$ cat src/rtl/spwm_pkg.sv
package spwm_pkg;

  typedef struct packed {
    logic atNadir;     // carrier is at its minimum this cycle
    logic sampleSlot;  // this minimum is a sampling slot under decimation
  } spwmStrobe_t;

  // Magnitude of quarter-wave entry idx, centred on half steps so the
  // mirrored half-wave is an exact reversal of the stored quarter.
  function automatic int quarterMag(input int idx, input int addrW, input int magW);
    real ang;
    real fullScale;
    ang = 2.0 * 3.14159265358979 * (real'(idx) + 0.5) / (4.0 * real'(1 << addrW));
    fullScale = real'((1 << magW) - 1);
    return $rtoi(fullScale * $sin(ang) + 0.5);
  endfunction

endpackage

$ cat src/rtl/spwm_ctrl.sv
module spwm_ctrl
  import spwm_pkg::*;
#(
  parameter int CAR_W = 8,
  parameter int DEC_W = 4
) (
  input  logic             clk,
  input  logic             rstN,
  input  logic [DEC_W-1:0] decimSel,
  output logic [CAR_W-1:0] carrier,
  output spwmStrobe_t      strobe
);

  localparam logic [CAR_W-1:0] CAR_TOP = '1;
  localparam logic [CAR_W-1:0] CAR_ONE = CAR_W'(1);

  logic             goingUp;
  logic [DEC_W-1:0] decCnt;

  always_ff @(posedge clk or negedge rstN) begin
    if (!rstN) begin
      carrier <= '0;
      goingUp <= 1'b1;
    end else if (goingUp) begin
      carrier <= carrier + CAR_ONE;
      if (carrier == CAR_TOP - CAR_ONE) goingUp <= 1'b0;
    end else begin
      carrier <= carrier - CAR_ONE;
      if (carrier == CAR_ONE) goingUp <= 1'b1;
    end
  end

  // Counts carrier minima; slot 0 is the sampling slot.
  always_ff @(posedge clk or negedge rstN) begin
    if (!rstN) begin
      decCnt <= '0;
    end else if (strobe.atNadir) begin
      if (decCnt >= decimSel) decCnt <= '0;
      else                    decCnt <= decCnt + DEC_W'(1);
    end
  end

  always_comb begin
    strobe.atNadir    = (carrier == '0);
    strobe.sampleSlot = (decCnt == '0);
  end

endmodule

$ cat src/rtl/spwm_dp.sv
module spwm_dp
  import spwm_pkg::*;
#(
  parameter int CAR_W  = 8,
  parameter int MAG_W  = 8,
  parameter int LUT_AW = 6
) (
  input  logic              clk,
  input  logic              rstN,
  input  logic [MAG_W-1:0]  modIdx,
  input  logic [CAR_W-1:0]  carrier,
  input  spwmStrobe_t       strobe,
  output logic [CAR_W-1:0]  heldRef,
  output logic [LUT_AW+1:0] phase,
  output logic              gateHi,
  output logic              gateLo
);

  localparam int PH_W  = LUT_AW + 2;
  localparam int DEPTH = 1 << LUT_AW;
  localparam int SUM_W = ((CAR_W > MAG_W) ? CAR_W : MAG_W) + 2;
  localparam logic [CAR_W-1:0] CAR_TOP = '1;
  localparam logic [CAR_W-1:0] CAR_MID = CAR_W'(1 << (CAR_W - 1));

  logic [MAG_W-1:0]   quarterLut [DEPTH];
  logic [LUT_AW-1:0]  lutAddr;
  logic               negHalf;
  logic [2*MAG_W-1:0] prod;
  logic [MAG_W-1:0]   scaled;
  logic [SUM_W-1:0]   scaledW, midW, topW;
  logic [CAR_W-1:0]   refNext;
  logic               aboveCarrier;
  logic               takeNow;

  for (genvar g = 0; g < DEPTH; g++) begin : g_lut
    assign quarterLut[g] = MAG_W'(quarterMag(g, LUT_AW, MAG_W));
  end

  always_comb begin
    lutAddr = phase[PH_W-2] ? ~phase[LUT_AW-1:0] : phase[LUT_AW-1:0];
    negHalf = phase[PH_W-1];
    prod    = quarterLut[lutAddr] * modIdx;
    scaled  = prod[2*MAG_W-1:MAG_W];
    scaledW = SUM_W'(scaled);
    midW    = SUM_W'(CAR_MID);
    topW    = SUM_W'(CAR_TOP);
    if (negHalf) begin
      refNext = (scaledW >= midW) ? '0 : CAR_W'(midW - scaledW);
    end else begin
      refNext = ((midW + scaledW) > topW) ? CAR_TOP : CAR_W'(midW + scaledW);
    end
    takeNow      = strobe.atNadir && strobe.sampleSlot;
    aboveCarrier = (heldRef > carrier);
  end

  always_ff @(posedge clk or negedge rstN) begin
    if (!rstN) begin
      heldRef <= CAR_MID;
      phase   <= '0;
    end else if (takeNow) begin
      heldRef <= refNext;
      phase   <= phase + PH_W'(1);
    end
  end

  always_ff @(posedge clk or negedge rstN) begin
    if (!rstN) begin
      gateHi <= 1'b0;
      gateLo <= 1'b0;
    end else begin
      gateHi <= aboveCarrier;
      gateLo <= !aboveCarrier;
    end
  end

endmodule

$ cat src/rtl/spwm_gen.sv
module spwm_gen
  import spwm_pkg::*;
#(
  parameter int CAR_W  = 8,
  parameter int MAG_W  = 8,
  parameter int LUT_AW = 6,
  parameter int DEC_W  = 4
) (
  input  logic             clk,
  input  logic             rstN,
  input  logic [MAG_W-1:0] modIdx,
  input  logic [DEC_W-1:0] decimSel,
  output logic             gateHi,
  output logic             gateLo
);

  logic [CAR_W-1:0]  carrier;
  logic [CAR_W-1:0]  heldRef;
  logic [LUT_AW+1:0] phase;
  spwmStrobe_t       strobe;

  spwm_ctrl #(.CAR_W(CAR_W), .DEC_W(DEC_W)) ctrlU (
    .clk      (clk),
    .rstN     (rstN),
    .decimSel (decimSel),
    .carrier  (carrier),
    .strobe   (strobe)
  );

  spwm_dp #(.CAR_W(CAR_W), .MAG_W(MAG_W), .LUT_AW(LUT_AW)) dpU (
    .clk     (clk),
    .rstN    (rstN),
    .modIdx  (modIdx),
    .carrier (carrier),
    .strobe  (strobe),
    .heldRef (heldRef),
    .phase   (phase),
    .gateHi  (gateHi),
    .gateLo  (gateLo)
  );

endmodule

$ cat config.mk
export PLATFORM = sky130hd
export DESIGN_NAME = spwm_gen
export DESIGN_NICKNAME = d
export VERILOG_FILES = /design/src/rtl/spwm_pkg.sv /design/src/rtl/spwm_ctrl.sv /design/src/rtl/spwm_dp.sv /design/src/rtl/spwm_gen.sv
export SDC_FILE = /design/constraint.sdc
export NUM_CORES = 1
export LEC_CHECK = 0
export BUFFER_PORTS_ARGS = -buffer_cell sky130_fd_sc_hd__buf_2
export CAP_MARGIN = 20
export CELL_PAD_IN_SITES_DETAIL_PLACEMENT = 0
export CELL_PAD_IN_SITES_GLOBAL_PLACEMENT = 1
export CORE_MARGIN = 3
export CORE_UTILIZATION = 35
export CTS_BUF_LIST = sky130_fd_sc_hd__clkbuf_2
export CTS_CLUSTER_SIZE = 14
export DETAILED_ROUTE_END_ITERATION = 16
export PLACE_DENSITY = 0.61
export SLEW_MARGIN = 10
export SYNTH_ARGS = -nofsm -noshare
export SYNTH_HDL_FRONTEND = slang
export SYNTH_HIERARCHICAL = 1
export SYNTH_SLANG_ARGS = --single-unit
$ cat constraint.sdc
create_clock -name clk -period 12.5 [get_ports clk]
set_clock_uncertainty 0.2 [all_clocks]
set_input_delay 1.25 -clock clk [delete_from_list [all_inputs] [get_ports clk]]
set_output_delay 1.25 -clock clk [all_outputs]
set_load 0.005 [all_outputs]
After elaboration in Yosys (flattened, before gate mapping)
Memory sizes are Yosys's and may differ from the RTL's.
Index checks and enable logic that the tools add are counted.
{ "classes": {"n_eq_ne": 2, "mux": 11, "shifts": 0, "n_reduce_logical": 4, "addsub": 6, "div": 0, "bitwise_logic": 2, "n_lt_le_gt_ge": 5, "n_mul": 1} }
{ "ops": {"columns": ["op", "n"], "rows": [
  ["$mux W8", 6],
  ["$add A8 B1 Y8 const B", 2],
  ["$mul A8 B8 Y16", 1],
  ["$gt A10 B8 Y1 const B", 1],
  ["$add A8 B8 Y9 const A", 1],
  ["$eq A8 B1 Y1 const B", 1],
  ["$eq A8 B8 Y1 const B", 1],
  ["$ge A8 B8 Y1 const B", 1],
  ["$gt A8 B8 Y1", 1],
  ["$logic_not A8 Y1", 1],
  ["$sub A8 B1 Y8 const B", 1],
  ["$sub A8 B8 Y8 const A", 1],
  ["$ge A7 B7 Y1 const B", 1],
  ["$not A6 Y7", 1],
  ["$mux W6", 1],
  ["$not A6 Y6", 1],
  ["$add A4 B1 Y4 const B", 1],
  ["$ge A4 B4 Y1", 1],
  ["$logic_not A4 Y1", 1],
  ["$mux W4", 1],
  ["$mux W1", 3],
  ["$logic_and A1 B1 Y1", 1],
  ["$logic_not A1 Y1", 1]
]} }
{ "totals": {"in_bits": 14, "n_memories": 1, "wordCells": 39, "regBits": 31, "output_inout_bits": 2, "ramBits": 0, "romBits": 512, "latch_bits": 0} }
{ "memory_table": {"columns": ["name", "depth", "word_bits", "read_ports", "rd_clocked_by_memory_dff", "wr", "line", "source"], "rows": [
  ["(no name shown)", 64, 8, 1, 0, 0, "spwm_dp.sv:42", "prod = quarterLut[lutAddr] * modIdx;"]
]} }

Logic depth before layout (Yosys ltp)
{ "logic_depth": {"ltp_word": 11, "depth_mapped": 33, "mapped_depth_nobuf": 30} }

Hierarchy
Netlist, hierarchy kept.
{ "modules_own_cells": {"columns": ["module", "area_each_um2", "seq_area_each_um2", "instances", "cells_each"], "rows": [
  ["spwm_dp", 4126.5, 451.7, 1, 493],
  ["spwm_ctrl", 855.8, 326.6, 1, 84]
]} }

Worst setup path after synthesis
No wires, ideal clock.
{ "synth_path": {"path_kind": "register to register", "from": "reg dpU.phase[6]", "to": "reg dpU.heldRef[7]", "period_less_slack_ps": 7671, "path_buffers": 4, "setup_time_ps": 79, "path_slack_ps": 4829, "t_arrival_ps": 7392, "stages_incl_launch_ff": 32, "path_cell_list": "dfrtp_1 -> buf_6 -> buf_2 -> buf_4 -> xor2_1 -> inv_1 -> ha_1 -> mux2_1 -> a21oi_1 -> o211ai_1 -> a32oi_1 -> buf_2 -> nand2_1 -> fa_1 -> fa_1 -> inv_1 -> fa_1 -> inv_1 -> fa_1 -> inv_1 -> ha_1 -> o21a_1 -> o211a_1 -> a221o_1 -> a41oi_2 -> xnor2_1 -> nand3_1 -> or3_1 -> nor3_1 -> ha_1 -> o21ai_0 -> o21ai_0"} }
{ "synth_via": {"elab_chain_cells": 10, "word_cells_on_any_way": 13, "cone_classes": "add/sub (2); mul (1); order compare (2); mux (6); bitwise (1); memory (1)"} }
{ "synth_lines": {"columns": ["element", "line", "source"], "rows": [
  ["start, declared", "spwm_dp.sv:14", "output logic [LUT_AW+1:0] phase,"],
  ["start signal, assigned", "spwm_dp.sv:62", "phase <= phase + PH_W'(1);"],
  ["$mux W6 *", "spwm_dp.sv:40", "lutAddr = phase[PH_W-2] ? ~phase[LUT_AW-1:0] : phase[LUT_AW-1:0];"],
  ["$not A6 Y7 (implied by the code) *", "spwm_dp.sv:42", null],
  ["$mem_v2 Z64 W8 *", null, null],
  ["$mux W8 (implied by the code) * (2 in series)", "spwm_dp.sv:42", null],
  ["$mul A8 B8 Y16 *", "spwm_dp.sv:42", null],
  ["$add A8 B8 Y9", "spwm_dp.sv:50", "refNext = ((midW + scaledW) > topW) ? CAR_TOP : CAR_W'(midW + scaledW);"],
  ["$gt A10 B8 Y1", "spwm_dp.sv:50", null],
  ["$mux W8", "spwm_dp.sv:50", null],
  ["$mux W8 *", "spwm_dp.sv:47", "if (negHalf) begin"],
  ["end signal, assigned", "spwm_dp.sv:61", "heldRef <= refNext;"],
  ["end, declared", "spwm_dp.sv:13", "output logic [CAR_W-1:0] heldRef,"]
]} }
Every way passes the cells marked *; elsewhere a longest branch is shown, timed or not. The select of a mux whose other input is x is not followed.
A chain may end at the register's enable or synchronous reset.

Worst setup path after layout
Ends and elaborated chain as after synthesis.

==> reports/qor.yml <==
status:
  outcome: "finished, final reports clean"
drt:
  dr.max_layer_used: "met4"
  vias: 3969
  wirelength_um: 11000
  route.met2.wl_um: 5062
  drtPass1Iterations: 4
  ant_nets: 0
  drt-initial-drc-count: 196
  met1_length_um: 5520
  drc: 0
  detail_route.wl_per_cell_um: 14.49
  wl_met3_um: 331
  routed_via_density: 5.229
synth:
  synth_edf_count: 0
  yosysTopAreaCell: "ha_1"
  ys_seq_area_share_pct: 15.62
  syn_area_per_cell_um2: 8.635
  ys.flop_type: "dfrtp_1"
  synth_area_leaders: "ha_1 16%, dfrtp_1 15%, fa_1 14%"
  synth_area_um2: 4982
  synthesis.nets: 690
  synthArstFlopShare_pct: 100.0
  synth_cells: 577
  yosysWarnings: 6
  synth_top_cell_area_share_pct: 16.07
  synthDistinctLibCells: 73
  synth_seq_cells: 31
clock_tree:
  clkTransAtPathRegs_ps: 180
  cts-buffers-inserted: 5
  clock_tree.buffer_depth: 2
  cts_tree: "done"
  clock_latency_ps: 380
  cts_max_level: 2
  root_buffer: "clkbuf_2"
  cts-resized-gates: 0
  postCtsHoldBufs: 0
  post_cts_buffers: 0
  cts.sinks: 31
global_routing:
  grt_max_degree: 33
  grt_util_all_layers_pct: 14.20
  antenna_found_initial: 0
  grt_pass1_wl_um: 18950
  grt_overflow_total: 0
  grt_pass1_vias: 3867
die:
  rows: 42
  dieArea_um2: 15700
  core-area_um2: 13560
  fp.dieH_um: 125.3
  die_w_um: 125.3
  start_util_pct: 36.75
  io_pins: 16
cells_and_area:
  regArea_um2: 778.2
  drive_gt1_share_pct: 8.919
  fin_nets: 695
  syn_to_final_growth_pct: 5.399
  multi_input_area_um2: 3799
  num-fill-cells: 1394
  insertedDiodeCount: 0
placed_design:
  numPortBuffers: 15
  hpwl_um: 8486
  gp_congestion: 0.7811
pwr:
  cellPowerDensity_nw_per_um2: 41.72
  p_int_mw: 0.1524
  ir_drop_v: 0.00003024
  seqPwrFrac_pct: 45.8
  clockPowerShare_pct: 32.0
  p_total_mw: 0.2191
  leakage_nw: 2.698
  swShare_pct: 30.43
  p_comb_share_pct: 22.1
  p_sw_mw: 0.06667
worst_setup_path:
  crit_fanout: 28
  slowest_stage: "dfrtp_1"
  worstPathRequired_ps: 12610
  start_kind: "register"
  worst_setup_path_end_kind: "register"
  path_class: "reg -> reg"
  critPathArrivalTime_ps: 9200
  slowest_delay_ps: 1010
sta:
  drv_slew: 0
  report.final.hold_viol_count: 0
  rsz0062_at_grt: "false"
  worst_pin_slew_ps: 1095
  finalSetupViolations: 0
  slew_headroom_pct: 26.99
  fmaxAchievable_mhz: 110.0
  tns_ps: 0
  fin_crit_ps: 9090
  fin_crit_sh_pct: 72.72
flow_run:
  maxCapViolations: 0
hold_path:
  hp-class: "reg -> reg"
## layer usage
layer / GRT usage [%] / vias up
met5: 0 / -
met4: 2.168 / 0
met3: 1.834 / 8
met2: 22.71 / 53
met1: 20.98 / 1911
li1: - / 1997
## worst max-delay path: cells and delay by family, from the launching register on
family / cells / cell delay [ps]
AO/OA/AOI/OAI: 9 / 2390
adder cells (fa/ha/maj): 7 / 2990
AND/OR/NAND/NOR: 4 / 900
XOR/XNOR: 2 / 810
multiplexers: 1 / 320
buffers and inverters: 4 / 380
flip-flops: 1 / 1010
## power by group through the flow
stage | clock network [mW] | registers, mW | logic [mW]
after detailed placement | 0 | 0.102 | 0.0491
after floorplan | 0 | 0.102 | 0.0343
after CTS | 0.0749 | 0.100 | 0.0494
final | 0.0702 | 0.100 | 0.0485
after global routing | 0.0807 | 0.101 | 0.0565
after global placement | 0 | 0.102 | 0.0487
## cell type report
cell class | instances | area share (%)
Clock inverter | 3 | 0.7386
Inverter | 74 | 5.385
Sequential cell | 31 | 14.82
Multi-Input combinational cell | 450 | 72.34
Timing Repair Buffer | 20 | 2.049
Tap cell | 176 | 4.193
Clock buffer | 5 | 0.4765
## logic make-up after synthesis
family / after synthesis / share of synthesized area, %
AO/OA/AOI/OAI: 119 / 17.48
XOR/XNOR: 31 / 5.600
adder cells (fa/ha/maj): 99 / 30.14
buffers and inverters: 96 / 8.136
flip-flops: 31 / 15.62
multiplexers: 5 / 1.130
AND/OR/NAND/NOR: 196 / 21.90
## synthesized netlist by cell type, types with 9 or more instances
| master | instances |
|---|---|
| dfrtp_1 | 29 |
| ha_1 | 64 |
| inv_1 | 72 |
| xnor2_1 | 16 |
| xor2_1 | 14 |
| nand3_1 | 19 |
| clkbuf_1 | 9 |
| o21ai_0 | 28 |
| a21oi_1 | 17 |
| nor3_1 | 14 |
| nor2_1 | 20 |
| nand2_1 | 42 |
| fa_1 | 35 |
| and2_1 | 53 |
## path summary, 6_finish.rpt
check / from / to / cells after the start / slack, ps
setup / recovery: dpU/phase[6] / dpU/heldRef[7] / 27 / 3410
hold / removal: dpU/heldRef[7] / dpU/heldRef[7] / 2 / 310
setup reg to reg: dpU/phase[6] / dpU/heldRef[7] / 27 / 3410
hold reg to reg: dpU/heldRef[7] / dpU/heldRef[7] / 2 / 310
max in group asynchronous: rstN / ctrlU/carrier[7] / 1 / 10920
min in group asynchronous: rstN / ctrlU/decCnt[1] / 1 / 700
## flip-flops by register name, indices dropped and copies added, names as in the netlist
register and cells:
dpU/gateHi 1, ctrlU/goingUp 1, dpU/gateLo 1, ctrlU/decCnt 4, dpU/phase 8, dpU/heldRef 8, ctrlU/carrier 8
## cells in the final DEF, fill, tap and decap left out, drive strengths merged, types with 8 or more instances in the layout
master  count
a21oi      21
o21ai      33
ha         64
dfrtp      29
and2       53
fa         35
a21o        8
xor2       14
xnor2      17
nor2       20
inv        73
nand2      42
nor3       14
o211ai      9
nand3      19
buf        20
## through the flow
step / area (um^2) / std cells / hold WS [ps] / worst slack, ps / utilization (%)
6_report: 5251 / 759 / 305.9 / 3410 / 38.73
2_1_floorplan: 4982 / 577 / 253.8 / 4829 / -
4_1_cts: 5234 / 756 / 310.1 / 3378 / 38.60
3_3_place_gp: 5170 / 748 / 281.6 / 3711 / 38.13
5_1_grt: 5251 / 759 / 341.4 / 2741 / 38.73
3_5_place_dp: 5170 / 748 / 286.1 / 3460 / 38.13
Note: power is estimated with default switching activity, not from simulation.
